<file path="src/rtl/acc_flag_pkg.sv">
package acc_flag_pkg;
  typedef enum logic [3:0] {
    OP_ADD = 4'd0,
    OP_ADC = 4'd1,
    OP_SUB = 4'd2,
    OP_SBB = 4'd3,
    OP_AND = 4'd4,
    OP_XOR = 4'd5,
    OP_OR  = 4'd6,
    OP_DAA = 4'd7,
    OP_STC = 4'd8,
    OP_CMC = 4'd9
  } alu_op_e;

  typedef struct packed {
    logic s;
    logic z;
    logic ac;
    logic p;
    logic cy;
  } flags_t;
endpackage

</file>
<file path="src/rtl/acc_arith_core.sv">
module acc_arith_core
  import acc_flag_pkg::*;
#(
  parameter int DW = 8
) (
  input  alu_op_e         op_i,
  input  logic [DW-1:0]   a_i,
  input  logic [DW-1:0]   b_i,
  input  logic            cy_i,
  output logic [DW-1:0]   res_o,
  output logic            cy_o,
  output logic            ac_o
);
  localparam int NIB = DW / 2;

  logic          is_sub;
  logic          cin;
  logic [DW-1:0] b_eff;
  logic [DW:0]   sum;

  always_comb begin
    is_sub = (op_i == OP_SUB) || (op_i == OP_SBB);
    b_eff  = is_sub ? ~b_i : b_i;
    unique case (op_i)
      OP_ADC:  cin = cy_i;
      OP_SUB:  cin = 1'b1;
      OP_SBB:  cin = ~cy_i;
      default: cin = 1'b0;
    endcase
    sum = {1'b0, a_i} + {1'b0, b_eff} + {{DW{1'b0}}, cin};
  end

  always_comb begin
    res_o = a_i;
    cy_o  = cy_i;
    ac_o  = 1'b0;
    unique case (op_i)
      OP_ADD, OP_ADC, OP_SUB, OP_SBB: begin
        res_o = sum[DW-1:0];
        cy_o  = is_sub ? ~sum[DW] : sum[DW];
        ac_o  = a_i[NIB] ^ b_eff[NIB] ^ sum[NIB];
      end
      OP_AND: begin
        res_o = a_i & b_i;
        cy_o  = 1'b0;
        ac_o  = a_i[NIB-1] | b_i[NIB-1];
      end
      OP_XOR: begin
        res_o = a_i ^ b_i;
        cy_o  = 1'b0;
      end
      OP_OR: begin
        res_o = a_i | b_i;
        cy_o  = 1'b0;
      end
      default: ;
    endcase
  end

  always_comb begin
    if (op_i == OP_XOR || op_i == OP_OR)
      AST_LOGIC_AC_CLR: assert (!ac_o && !cy_o);
  end
endmodule

</file>
<file path="src/rtl/acc_daa_stage.sv">
module acc_daa_stage #(
  parameter int DW = 8
) (
  input  logic          clk_i,
  input  logic          rst_ni,
  input  logic          load_i,
  input  logic [DW-1:0] acc_i,
  input  logic          ac_i,
  input  logic          cy_i,
  output logic [DW-1:0] sum_o,
  output logic          ac_o,
  output logic          cy_o
);
  localparam int NIB = DW / 2;
  localparam logic [NIB-1:0] NINE = NIB'(9);
  localparam logic [NIB-1:0] SIX  = NIB'(6);

  logic [NIB-1:0] lo_nib, hi_nib;
  logic           lo_big, hi_big, fix_lo, fix_hi;
  logic [DW-1:0]  addend;

  always_comb begin
    lo_nib = acc_i[NIB-1:0];
    hi_nib = acc_i[DW-1:NIB];
    lo_big = lo_nib > NINE;
    hi_big = hi_nib > NINE;
    fix_lo = lo_big | ac_i;
    fix_hi = hi_big | cy_i | ((hi_nib == NINE) & lo_big);
    addend = {(fix_hi ? SIX : {NIB{1'b0}}), (fix_lo ? SIX : {NIB{1'b0}})};
  end

  // adjust adder registered to keep it off the single-cycle path
  always_ff @(posedge clk_i or negedge rst_ni) begin
    if (!rst_ni) begin
      sum_o <= '0;
      ac_o  <= 1'b0;
      cy_o  <= 1'b0;
    end else if (load_i) begin
      sum_o <= acc_i + addend;
      ac_o  <= lo_big;
      cy_o  <= cy_i | lo_big;
    end
  end

  AST_DAA_CY_STICKY: assert property (@(posedge clk_i) disable iff (!rst_ni)
    load_i && cy_i |=> cy_o);
  AST_DAA_HOLD: assert property (@(posedge clk_i) disable iff (!rst_ni)
    !load_i |=> $stable(sum_o));
endmodule

</file>
<file path="src/rtl/acc_flag_gen.sv">
module acc_flag_gen #(
  parameter int DW = 8
) (
  input  logic [DW-1:0] res_i,
  output logic          s_o,
  output logic          z_o,
  output logic          p_o
);
  always_comb begin
    s_o = res_i[DW-1];
    z_o = (res_i == '0);
    p_o = ~^res_i;
  end
endmodule

</file>
<file path="src/rtl/acc_flag_unit.sv">
module acc_flag_unit
  import acc_flag_pkg::*;
#(
  parameter int DW = 8
) (
  input  logic          clk_i,
  input  logic          rst_ni,
  input  logic          start_i,
  input  logic [3:0]    op_i,
  input  logic [DW-1:0] opa_i,
  input  logic [DW-1:0] opb_i,
  input  logic [4:0]    flags_i,
  output logic [DW-1:0] result_o,
  output logic [4:0]    flags_o,
  output logic          valid_o
);
  alu_op_e       op;
  flags_t        f_in, f_nxt, f_q;
  logic          accept, daa_go, carry_only, arith_known;
  logic          daa_pend_q, valid_q;
  logic [DW-1:0] ar_res, daa_sum, res_nxt, res_q;
  logic          ar_cy, ar_ac, daa_ac, daa_cy;
  logic          s_w, z_w, p_w;

  always_comb begin
    op          = alu_op_e'(op_i);
    f_in        = flags_t'(flags_i);
    accept      = start_i & ~daa_pend_q;
    daa_go      = accept & (op == OP_DAA);
    carry_only  = (op == OP_STC) || (op == OP_CMC);
    arith_known = (op_i <= 4'd6);
  end

  acc_arith_core #(.DW(DW)) u_arith (
    .op_i  (op),
    .a_i   (opa_i),
    .b_i   (opb_i),
    .cy_i  (f_in.cy),
    .res_o (ar_res),
    .cy_o  (ar_cy),
    .ac_o  (ar_ac)
  );

  acc_daa_stage #(.DW(DW)) u_daa (
    .clk_i  (clk_i),
    .rst_ni (rst_ni),
    .load_i (daa_go),
    .acc_i  (opa_i),
    .ac_i   (f_in.ac),
    .cy_i   (f_in.cy),
    .sum_o  (daa_sum),
    .ac_o   (daa_ac),
    .cy_o   (daa_cy)
  );

  assign res_nxt = daa_pend_q ? daa_sum : ar_res;

  acc_flag_gen #(.DW(DW)) u_flags (
    .res_i (res_nxt),
    .s_o   (s_w),
    .z_o   (z_w),
    .p_o   (p_w)
  );

  always_comb begin
    f_nxt = f_in;
    if (daa_pend_q) begin
      f_nxt = '{s: s_w, z: z_w, ac: daa_ac, p: p_w, cy: daa_cy};
    end else if (carry_only) begin
      f_nxt.cy = (op == OP_STC) ? 1'b1 : ~f_in.cy;
    end else if (arith_known) begin
      f_nxt = '{s: s_w, z: z_w, ac: ar_ac, p: p_w, cy: ar_cy};
    end
  end

  always_ff @(posedge clk_i or negedge rst_ni) begin
    if (!rst_ni) begin
      daa_pend_q <= 1'b0;
      valid_q    <= 1'b0;
      res_q      <= '0;
      f_q        <= '0;
    end else begin
      daa_pend_q <= daa_go;
      valid_q    <= daa_pend_q | (accept & ~daa_go);
      if (daa_pend_q || (accept && !daa_go)) begin
        res_q <= res_nxt;
        f_q   <= f_nxt;
      end
    end
  end

  assign result_o = res_q;
  assign flags_o  = f_q;
  assign valid_o  = valid_q;

  AST_SINGLE_CYCLE: assert property (@(posedge clk_i) disable iff (!rst_ni)
    start_i && !daa_pend_q && op_i != 4'd7 |=> valid_o);
  AST_DAA_GAP: assert property (@(posedge clk_i) disable iff (!rst_ni)
    start_i && !daa_pend_q && op_i == 4'd7 |=> !valid_o && daa_pend_q);
  AST_DAA_DONE: assert property (@(posedge clk_i) disable iff (!rst_ni)
    daa_pend_q |=> valid_o && !daa_pend_q);
  AST_OUT_HOLD: assert property (@(posedge clk_i) disable iff (!rst_ni)
    !valid_o |-> $stable(result_o) && $stable(flags_o));
  AST_STC_SET: assert property (@(posedge clk_i) disable iff (!rst_ni)
    start_i && !daa_pend_q && op_i == 4'd8 |=>
      flags_o[0] && flags_o[4:1] == $past(flags_i[4:1]));
  AST_CMC_FLIP: assert property (@(posedge clk_i) disable iff (!rst_ni)
    start_i && !daa_pend_q && op_i == 4'd9 |=> flags_o[0] == !$past(flags_i[0]));
  AST_LOGIC_NO_CY: assert property (@(posedge clk_i) disable iff (!rst_ni)
    start_i && !daa_pend_q && (op_i == 4'd4 || op_i == 4'd5 || op_i == 4'd6)
      |=> !flags_o[0]);
endmodule

</file>
<file path="config.mk">
export PLATFORM = sky130hd
export DESIGN_NAME = acc_flag_unit
export DESIGN_NICKNAME = d
export VERILOG_FILES = /design/src/rtl/acc_flag_pkg.sv /design/src/rtl/acc_arith_core.sv /design/src/rtl/acc_daa_stage.sv /design/src/rtl/acc_flag_gen.sv /design/src/rtl/acc_flag_unit.sv
export SDC_FILE = /design/constraint.sdc
export NUM_CORES = 1
export LEC_CHECK = 0
export ABC_AREA = 1
export BUFFER_PORTS_ARGS = -buffer_cell sky130_fd_sc_hd__clkbuf_2
export CAP_MARGIN = 20
export CORE_MARGIN = 2
export CORE_UTILIZATION = 56
export CTS_CLUSTER_SIZE = 14
export DETAILED_ROUTE_END_ITERATION = 10
export PLACE_DENSITY_LB_ADDON = 0.12
export SLEW_MARGIN = 20
export SYNTH_ARGS = -nofsm -noshare
export SYNTH_HDL_FRONTEND = slang
export SYNTH_SLANG_ARGS = --single-unit
</file>
<file path="constraint.sdc">
create_clock -name clk_i -period 2.7 [get_ports clk_i]
set_input_delay 0.135 -clock clk_i [delete_from_list [all_inputs] [get_ports clk_i]]
set_output_delay 0.135 -clock clk_i [all_outputs]
set_load 0.02 [all_outputs]
</file>
==> out/qor.yml, run 1 <==
min_path:
  min_from: "flags_i[1]"
  min_to: "flags_o[1]"
  hold_path_class: "primary input to register"
  holdPathStages: 3
die:
  fp.dieH_um: 70.65
  rows: 24
  core-area_um2: 4324
  start_util: 0.5752
  dieArea_um2: 4991
  die_w_um: 70.65
  io_pins: 42
synthesis:
  synth_edf_count: 0
  syn_nets: 406
  synth-main-ff-cell: "dfrtp_1"
  ys_seq_area_frac: 0.2515
  syn_avg_cell_area_um2: 7.231
  synth.largest_area_cell: "dfrtp_1"
  async_flop_share: 1.000
  netlist_area_um2: 2487
  synth.area.top_cells: "dfrtp_1 (25%), ha_1 (16%), nand2_1 (15%)"
  yosys_warnings: 0
  synthTopCellsByCount: "nand2_1 (100), inv_1 (38), ha_1 (31)"
  yosys.cell_count.top_type: "nand2_1"
  synth_top_area_frac: 0.2515
  yosysUniqueCellTypes: 37
  synth-seq-cells: 25
  syn_inst: 344
cts:
  cts_tree: "yes"
  cts.sink_count: 25
  path_clk_slew_ns: 0.08
  numCtsBuffers: 3
  cts_buffer_depth: 2
  cts_htree_levels: 1
  clk_latency_ns: 0.27
  root_buffer: "clkbuf_8"
pwr:
  peakVddDrop_v: 0.0001726
  p_leak_uw: 0.001673
  p_per_area_nw_per_um2: 426.9
setup_path:
  r2r_end: "flags_o[1]"
  critPathMaxFanout: 4
  r2r-start: "daa_pend_q"
  cp.arrival_ns: 2.79
  r2r_cells: 11
  worstPathRequired_ns: 2.86
  crit_type: "primary input to register"
  endpoint_kind: "register"
  r2r_setup_slack_ns: 0.48
  startpoint: "op_i[1]"
  cp-start-kind: "primary input"
sta:
  worst_clock_skew_ns: 0.003976
  fin_crit_ns: 2.636
  worst_pin_slew_ns: 0.6029
  setup_viol: 0
  setup_tns_ns: 0
  fmax_ghz: 0.3794
  finalHoldViolCount: 0
  fin_crit_sh: 0.9762
  fin_ws_ns: 0.06434
  final-max-slew-violation-count: 0
  whs_ns: 0.1616
  max-slew-margin-rel: 0.5981
  rsz0062_at_grt: "yes"
routing:
  drt_iter0_drc: 155
  wl_per_cell_um: 13.70
  num_vias: 2486
  antenna_left: 0
  drt-vias-per-instance: 5.312
  routed_wirelength_um: 6413
  firstDrtPassIters: 4
  drc: 0
grt:
  grt_pass1_vias: 2312
  grt_max_degree: 26
  grt_pass1_wl_um: 10660
  antenna_found_initial: 0
  grt_usage: 0.2673
  gr-total-overflow: 0
placed_design:
  io_buffers: 41
  place_ws_ns: -0.2800
  hpwl_um: 5158
  gp_congestion: 0.9170
run:
  drv_cap: 0
final_layout:
  drive_gt1_frac: 0.2861
  areaGrowthSynthToFinish_pct: 24.35
  antenna_cells: 0
  fin_nets: 479
outcome:
  status: "finished clean"
==> worst max-delay path by stage <==
stage	endpoint	slack [ns]	depth (start not counted)
4_1_cts	flags_o[1]	-0.003	20
2_1_floorplan	flags_o[1]	-0.10	19
3_5_place_dp	flags_o[1]	-0.28	20
5_1_grt	flags_o[1]	-0.18	18
6_report	flags_o[1]	0.06	20
3_3_place_gp	flags_o[1]	-0.19	20
==> logic make-up (layout without fill, tap and decap cells) <==
group                    Yosys count  count (layout)  share of synthesized area
AO/OA/AOI/OAI                     55              55                     0.1278
XOR/XNOR                          15              15                    0.05282
adder cells (fa/ha/maj)           34              34                     0.1801
buffers and inverters             50             122                    0.08702
flip-flops                        25              25                     0.2515
AND/OR/NAND/NOR                  165             165                     0.3008
==> power breakdown <==
group          total [uW]  switching [uW]  internal (uW)
logic                 620             356            264
registers             481            37.2            444
clock network         219             113            105
==> per-layer routing <==
layer / GRT usage / vias to the layer above / part of all wire
li1: - / 1262 / -
met5: 0 / - / 0
met4: 0.09644 / 0 / 0.022
met1: 0.3498 / 1135 / 0.44
met3: 0.02564 / 13 / 0.049
met2: 0.4623 / 76 / 0.49
==> sequential cells by signal, indices dropped and copies added, names as in the netlist <==
register	cells
result_o	8
daa_pend_q	1
flags_o	5
u_daa.sum_o	8
u_daa.cy_o	1
u_daa.ac_o	1
valid_o	1
==> worst max-delay path: stages <==
cell,delay (ns)
clkbuf_2,0.16
inv_2,0.05
nor3_2,0.20
nor3_2,0.07
fa_2,0.37
fa_2,0.38
nand3_2,0.08
nand2_2,0.08
a21oi_2,0.16
nor2_1,0.05
nor2_1,0.09
nand2_1,0.07
nand2_2,0.07
nand2_2,0.06
ha_4,0.27
xnor2_2,0.11
xnor2_1,0.13
nand2_1,0.10
o21ai_2,0.07
o21ai_1,0.06
==> cell usage in the layout (no fill, tap or decap), drive strengths merged, types with 13 or more instances in the layout <==
master  netlist  layout
buf           5      31
clkbuf        0      45
o21ai        28      28
dfrtp        25      25
xor2         13      13
ha           31      31
nand2       107     107
inv          43      43
nand3        21      21
a21oi        13      13
nor2         21      21
==> area by class of cell <==
class	count	area, um2
Clock buffer	4	45.04
Fill cell	378	1231
Inverter	45	170.2
Multi-Input combinational cell	269	1739
Sequential cell	25	625.6
Tap cell	52	65.06
Timing Repair Buffer	73	447.9
==> through the flow <==
stage | power [uW] | instances | util | instance area [um2]
4_1_cts | 1301 | 467 | 0.7054 | 3050
6_report | 1320 | 468 | 0.7153 | 3093
3_5_place_dp | 1058 | 461 | 0.6817 | 2948
5_1_grt | 1421 | 468 | 0.7153 | 3093
2_1_floorplan | 850.1 | 344 | - | 2506
3_3_place_gp | 1043 | 461 | 0.6817 | 2948
==> repair_timing <==
| item | CTS | global route |
|---|---|---|
| hold buffers | 1 | 0 |
| resized for setup | 9 | 8 |
| endpoints found under the setup margin | 1 | 1 |
| setup buffers | 1 | 1 |
| cloned | 0 | 0 |
| endpoints found under the hold margin | 25 | 0 |
| pin swaps | 9 | 6 |
(Power assumes the default switching activity.)
==> run 2: changes to the inputs <==
--- a/config.mk
+++ b/config.mk
@@ -8,10 +8,12 @@
 export ABC_AREA = 1
 export BUFFER_PORTS_ARGS = -buffer_cell sky130_fd_sc_hd__clkbuf_2
 export CAP_MARGIN = 20
+export CORE_ASPECT_RATIO = 0.6
 export CORE_MARGIN = 2
 export CORE_UTILIZATION = 56
 export CTS_CLUSTER_SIZE = 14
 export DETAILED_ROUTE_END_ITERATION = 10
+export GPL_ROUTABILITY_DRIVEN = 0
 export PLACE_DENSITY_LB_ADDON = 0.12
 export SLEW_MARGIN = 20
 export SYNTH_ARGS = -nofsm -noshare
==> run 2 against run 1 <==
The run now ends with negative setup slack left. Combinational power is 2% higher. Sequential share of layout area is the same. Utilization is 2.3 points higher. Cell count up 1.7%. Total power up 0.19%. Sequential power about the same. Routed wire length up 4.8%. Largest power group unchanged.
==> out/qor.yml, run 2 (synthesized netlist as in run 1, its figures left out) <==
outcome:
  status: "finished with violations"
  violations: "negative setup slack"
placed_design:
  dp.cells: 470  # +2.0%
  place_area_um2: 2965  # +0.59%
  io_buffers: 41  # unchanged
  hpwl_um: 5422  # +5.1%
final_layout:
  fin_nets: 479  # unchanged
  stdcell_count: 476  # +1.7%
  drive_gt1_frac: 0.2788  # -0.007212
  design_area_um2: 3093  # unchanged
  final_util: 0.7384  # +0.02307
  areaGrowthSynthToFinish_pct: 24.35  # unchanged
  antenna_cells: 0  # unchanged
  final_common_cell: "nand2_1"
  layout_common_cells: "nand2_1 (96), clkbuf_2 (41), inv_1 (38)"
sta:
  finalHoldViolCount: 0  # unchanged
  whs_ns: 0.1603  # -0.001307 ns
  fin_crit_ns: 2.835  # +0.1990 ns
  fin_crit_sh: 1.050  # +0.07371
  worst_clock_skew_ns: 0.003795  # -0.0001806 ns
  fmax_ghz: 0.3528  # -7.0%
  worst_pin_slew_ns: 0.5813  # -0.02158 ns
  setup_tns_ns: -0.1347  # -0.1347 ns
  max-slew-margin-rel: 0.6125  # +0.01439
  final-max-slew-violation-count: 0  # unchanged
  fin_ws_ns: -0.1347  # -0.1990 ns
  setup_viol: 1  # +1
  rsz0062_at_grt: "yes"
setup_path:
  cp.arrival_ns: 2.98  # +0.19 ns
  crit_buf_inv: 2  # unchanged
  critPathMaxFanout: 8  # +4
  crit_type: "primary input to register"
  cp-start-kind: "primary input"
  endpoint_kind: "register"
  worstPathRequired_ns: 2.85  # about the same
  cp_top_family: "simple AND/OR/NAND/NOR gates"
  max_stage_delay_ns: 0.33  # -0.05 ns
  path_cells: "clkbuf_2 -> nor2_4 -> nand2_4 -> buf_4 -> xor2_1 -> ha_1 -> a21oi_1 -> nand2_2 -> or2_2 -> nand3_1 -> nand4_1 -> nand2_2 -> ha_4 -> xor2_1 -> xnor2_1 -> nand2_1 -> o21ai_1 -> o21ai_1"
  cp_slowest_cell: "ha_1"
routing:
  drt_iter0_drc: 171  # +10%
  firstDrtPassIters: 5  # +1
  drt-vias-per-instance: 5.368  # +1.0%
  num_vias: 2555  # +2.8%
  wl_per_cell_um: 14.11  # +3.0%
  routed_wirelength_um: 6718  # +4.8%
  antenna_left: 0  # unchanged
  drc: 0  # unchanged
grt:
  gr-total-overflow: 0  # unchanged
  grt_pass1_vias: 2361  # +2.1%
  grt_max_degree: 26  # unchanged
  grt_usage: 0.2739  # +0.006511
  antenna_found_initial: 0  # unchanged
  grt_pass1_wl_um: 11100  # +4.1%
die:
  core-area_um2: 4189  # -3.1%
  dieArea_um2: 5008  # +0.36%
  io_pins: 42  # unchanged
  fp.dieH_um: 55.63  # -21%
  die_w_um: 90.04  # +27%
  rows: 18  # -25%
  start_util: 0.5938  # +0.01856
run:
  drv_cap: 0  # unchanged
cts:
  numCtsBuffers: 3  # unchanged
  cts_buffer_depth: 2  # unchanged
  cts_htree_levels: 1  # unchanged
  cts.sink_count: 25  # unchanged
  root_buffer: "clkbuf_8"
  clk_latency_ns: 0.26  # about the same
  path_clk_slew_ns: 0.07  # about the same
  cts_tree: "yes"
pwr:
  peakVddDrop_v: 0.0004194  # +140%
  p_per_area_nw_per_um2: 427.7  # +0.19%
  p_leak_uw: 0.001669  # -0.26%
min_path:
  hold_path_class: "primary input to register"
run 2: worst paths after layout:
check / startpoint / end / slack (ns) / cells past startpoint
min reg2reg: flags_o[4] / flags_o[4] / 0.49 / 2
min in group asynchronous: rst_ni / flags_o[0] / 0.40 / 2
min: flags_i[1] / flags_o[1] / 0.16 / 3
max: op_i[2] / flags_o[1] / -0.13 / 18
max in group asynchronous: rst_ni / u_daa.sum_o[4] / 1.91 / 2
max reg2reg: daa_pend_q / flags_o[1] / 0.40 / 10
run 2: what timing repair did:
| item | CTS | global route |
|---|---|---|
| gates resized for setup | 3 | 8 |
| hold buffers | 1 | 0 |
| endpoints found under the hold margin | 25 | 0 |
| pin swaps | 5 | 6 |
| setup endpoints to repair | 1 | 1 |
| buffers inserted | 1 | 0 |
run 2: tightest hold or removal path, cell delays in order:
cell      delay, ns
clkbuf_2       0.08
o21ai_1        0.06
o21ai_1        0.11
run 2: layout make-up:
class,count,area (um2)
fill,377,1096
tap,60,75.07
sequential,25,625.6
timing repair buffer,73,447.9
inverter,45,170.2
multi-input combinational,269,1729
clock buffer,4,45.04
run 2: report_power, final:
group	internal (uW)	total (uW)	switching [uW]
clock network	105	209	104
registers	444	480	36.3
logic	259	633	374
total	808	1320	514
run 2: through the flow:
step                      worst slack (ns)  power, uW
after detailed placement           -0.3149       1068
final                              -0.1347       1323
after floorplan                    -0.1010      850.1
after global placement             -0.1803       1047
after CTS                         0.006688       1297
after global routing               -0.2806       1425
run 2: metal layers:
layer  share of wire  wire length (um)  track usage
met5               0                 0            0
met4           0.014                97      0.04396
met3           0.087               584      0.05149
met2            0.41              2752       0.4114
met1            0.49              3284       0.4172
==> run 3: changes to the inputs <==
--- a/config.mk
+++ b/config.mk
@@ -9,8 +9,8 @@
 export BUFFER_PORTS_ARGS = -buffer_cell sky130_fd_sc_hd__clkbuf_2
 export CAP_MARGIN = 20
 export CORE_ASPECT_RATIO = 0.6
-export CORE_MARGIN = 2
-export CORE_UTILIZATION = 56
+export CORE_MARGIN = 10
+export CORE_UTILIZATION = 57
 export CTS_CLUSTER_SIZE = 14
 export DETAILED_ROUTE_END_ITERATION = 10
 export GPL_ROUTABILITY_DRIVEN = 0
==> run 3 against run 2 <==
The flow now finishes without violations. Sequential power about the same. Maximum frequency up 6.4%. Hold slack worse by 0.024 ns. Via count decreased by 3.3%. Register-to-register slack better by 0.17 ns. Die area up 50%. Non-clock buffer count up 1. Clock power is 6% higher. First-iteration DRC count increased by 35%. Global-route usage is 8.9 points lower. Critical endpoint unchanged.
==> out/qor.yml, run 3 (synthesized netlist as in run 1, its figures left out) <==
outcome:
  status: "finished clean"
pwr:
  peakVddDrop_v: 0.0003590  # -14%
  power.switching_uw: 495.8  # -3.6%
  p_comb_frac: 0.457  # -0.022
  p_sw_frac: 0.3831  # -0.005782
  p_seq_frac: 0.372  # +0.009
  clkPwrFrac: 0.171  # +0.013
  p_leak_uw: 0.001667  # -0.12%
  p_int_uw: 798.5  # -1.2%
  p_per_area_nw_per_um2: 423.6  # -0.96%
final_layout:
  fin_nets: 480  # +0.21%
  seq_area_um2: 625.6  # unchanged
  areaGrowthSynthToFinish_pct: 22.84
  stdcell_count: 477  # +0.21%
  antenna_cells: 0  # unchanged
  final_common_cell: "nand2_1"
  drive_gt1_frac: 0.2638  # -0.01506
  layout_common_cells: "nand2_1 (99), clkbuf_2 (41), inv_1 (38)"
  multiInputGateArea_um2: 1684  # -2.6%
  nFillCells: 348  # -7.7%
die:
  die_w_um: 105.3  # +17%
  fp.dieH_um: 71.17  # +28%
  dieArea_um2: 7493  # +50%
  core-area_um2: 4167  # -0.54%
  rows: 18  # unchanged
  io_pins: 42  # unchanged
  start_util: 0.5970  # +0.003210
sta:
  final-max-slew-violation-count: 0  # unchanged
  fin_crit_ns: 2.665  # -0.1695 ns
  setup_viol: 0  # -1
  fmax_ghz: 0.3752  # +6.4%
  fin_crit_sh: 0.9871  # -0.06278
  worst_pin_slew_ns: 0.6187  # +0.03740 ns
  rsz0062_at_grt: "yes"
  max-slew-margin-rel: 0.5875  # -0.02494
  worst_clock_skew_ns: 0.005291  # +0.001496 ns
  setup_tns_ns: 0  # +0.1347 ns
  finalHoldViolCount: 0  # unchanged
routing:
  num_vias: 2470  # -3.3%
  routed_wirelength_um: 6807  # +1.3%
  antenna_left: 0  # unchanged
  drt-vias-per-instance: 5.178  # -3.5%
  wl_per_cell_um: 14.27  # +1.1%
  firstDrtPassIters: 5  # unchanged
  drc: 0  # unchanged
  drt_iter0_drc: 230  # +35%
grt:
  grt_pass1_vias: 2406  # +1.9%
  gr-total-overflow: 0  # unchanged
  grt_pass1_wl_um: 11510  # +3.7%
  grt_max_degree: 26  # unchanged
  grt_usage: 0.1852  # -0.08868
  antenna_found_initial: 0  # unchanged
cts:
  cts_htree_levels: 1  # unchanged
  cts.sink_count: 25  # unchanged
  clk_latency_ns: 0.27  # about the same
  root_buffer: "clkbuf_8"
  cts_buffer_depth: 2  # unchanged
  numCtsBuffers: 3  # unchanged
  cts_tree: "yes"
  cts_setup_buffers: 0  # -1
  path_clk_slew_ns: 0.08  # about the same
setup_path:
  cp-start-kind: "primary input"
  worstPathRequired_ns: 2.86  # about the same
  cp.arrival_ns: 2.83  # -0.15 ns
  critPathMaxFanout: 6  # -2
  crit_type: "primary input to register"
  endpoint_kind: "register"
run:
  drv_cap: 0  # unchanged
placed_design:
  io_buffers: 41  # unchanged
  dp.cells: 472  # +0.43%
  hpwl_um: 5771  # +6.4%
min_path:
  hold_path_class: "primary input to register"
## run 3: changes by cell type in the layout (fill, tap and decap cells not counted), moves of 2 or more
cell | before | now
nand2_2 | 9 | 6
ha_1 | 29 | 31
ha_4 | 2 | 0
nand2_1 | 96 | 99
## run 3: stage by stage
stage | area (um2) | hold WS, ns | util | setup WS, ns | total power, uW
after detailed placement | 2980 | 0.1697 | 0.7153 | -0.2718 | 1072
after global placement | 2980 | 0.1685 | 0.7153 | -0.1689 | 1057
after CTS | 3035 | 0.1344 | 0.7285 | 0.01882 | 1294
after floorplan | 2506 | -0.1606 | - | -0.1010 | 850.1
after global routing | 3055 | 0.1347 | 0.7333 | -0.1416 | 1400
final | 3055 | 0.1364 | 0.7333 | 0.03482 | 1294
## run 3: repair_timing
action	CTS	global route
endpoints found under the hold margin	25	0
resized for setup	0	4
setup endpoints to repair	0	1
hold buffers	1	0
## run 3: metal layers
layer  GRT usage  vias up  wire length [um]  share of wire
met5           0        -                 0              0
met4     0.03788        0                44         0.0065
met3     0.05425        6               732           0.11
met2      0.2715      113              2819           0.41
met1      0.2614     1090              3211           0.47
li1            -     1261                 -              -
## run 3: final timing paths
kind                             start     endpoint  slack [ns]  cells after the start
max                            op_i[3]   flags_o[1]        0.03                     16
min                         flags_i[1]   flags_o[1]        0.14                      3
max reg2reg                 daa_pend_q   flags_o[1]        0.57                     13
min reg2reg                result_o[3]  result_o[3]        0.48                      2
max in group asynchronous       rst_ni  result_o[4]        1.89                      2
min in group asynchronous       rst_ni  result_o[7]        0.40                      2
## run 3: power groups by stage
stage,combinational (uW),sequential (uW),clock [uW]
detailed placement,583,489,0
finish,592,482,221
CTS,588,481,225
floorplan,327,524,0
global placement,571,486,0
global route,670,490,241
## run 3: final cells by class
type / count / area share
multi-input cells: 269 / 0.5512
repair buffers: 74 / 0.1491
clock buffers: 4 / 0.01474
inverters: 45 / 0.05569
well taps: 60 / 0.02457
flip-flops and latches: 25 / 0.2048
## run 3: critical path: stages
cell and delay [ns]:
clkbuf_2 0.11, nor2_4 0.13, buf_4 0.17, inv_1 0.06, nor3_1 0.29, fa_2 0.31, fa_2 0.45, a21oi_1 0.15
nand3_1 0.10, o21bai_2 0.18, ha_1 0.26, xor2_1 0.16, xnor2_1 0.13, nand2_1 0.06, o21ai_1 0.07, o21ai_1 0.07
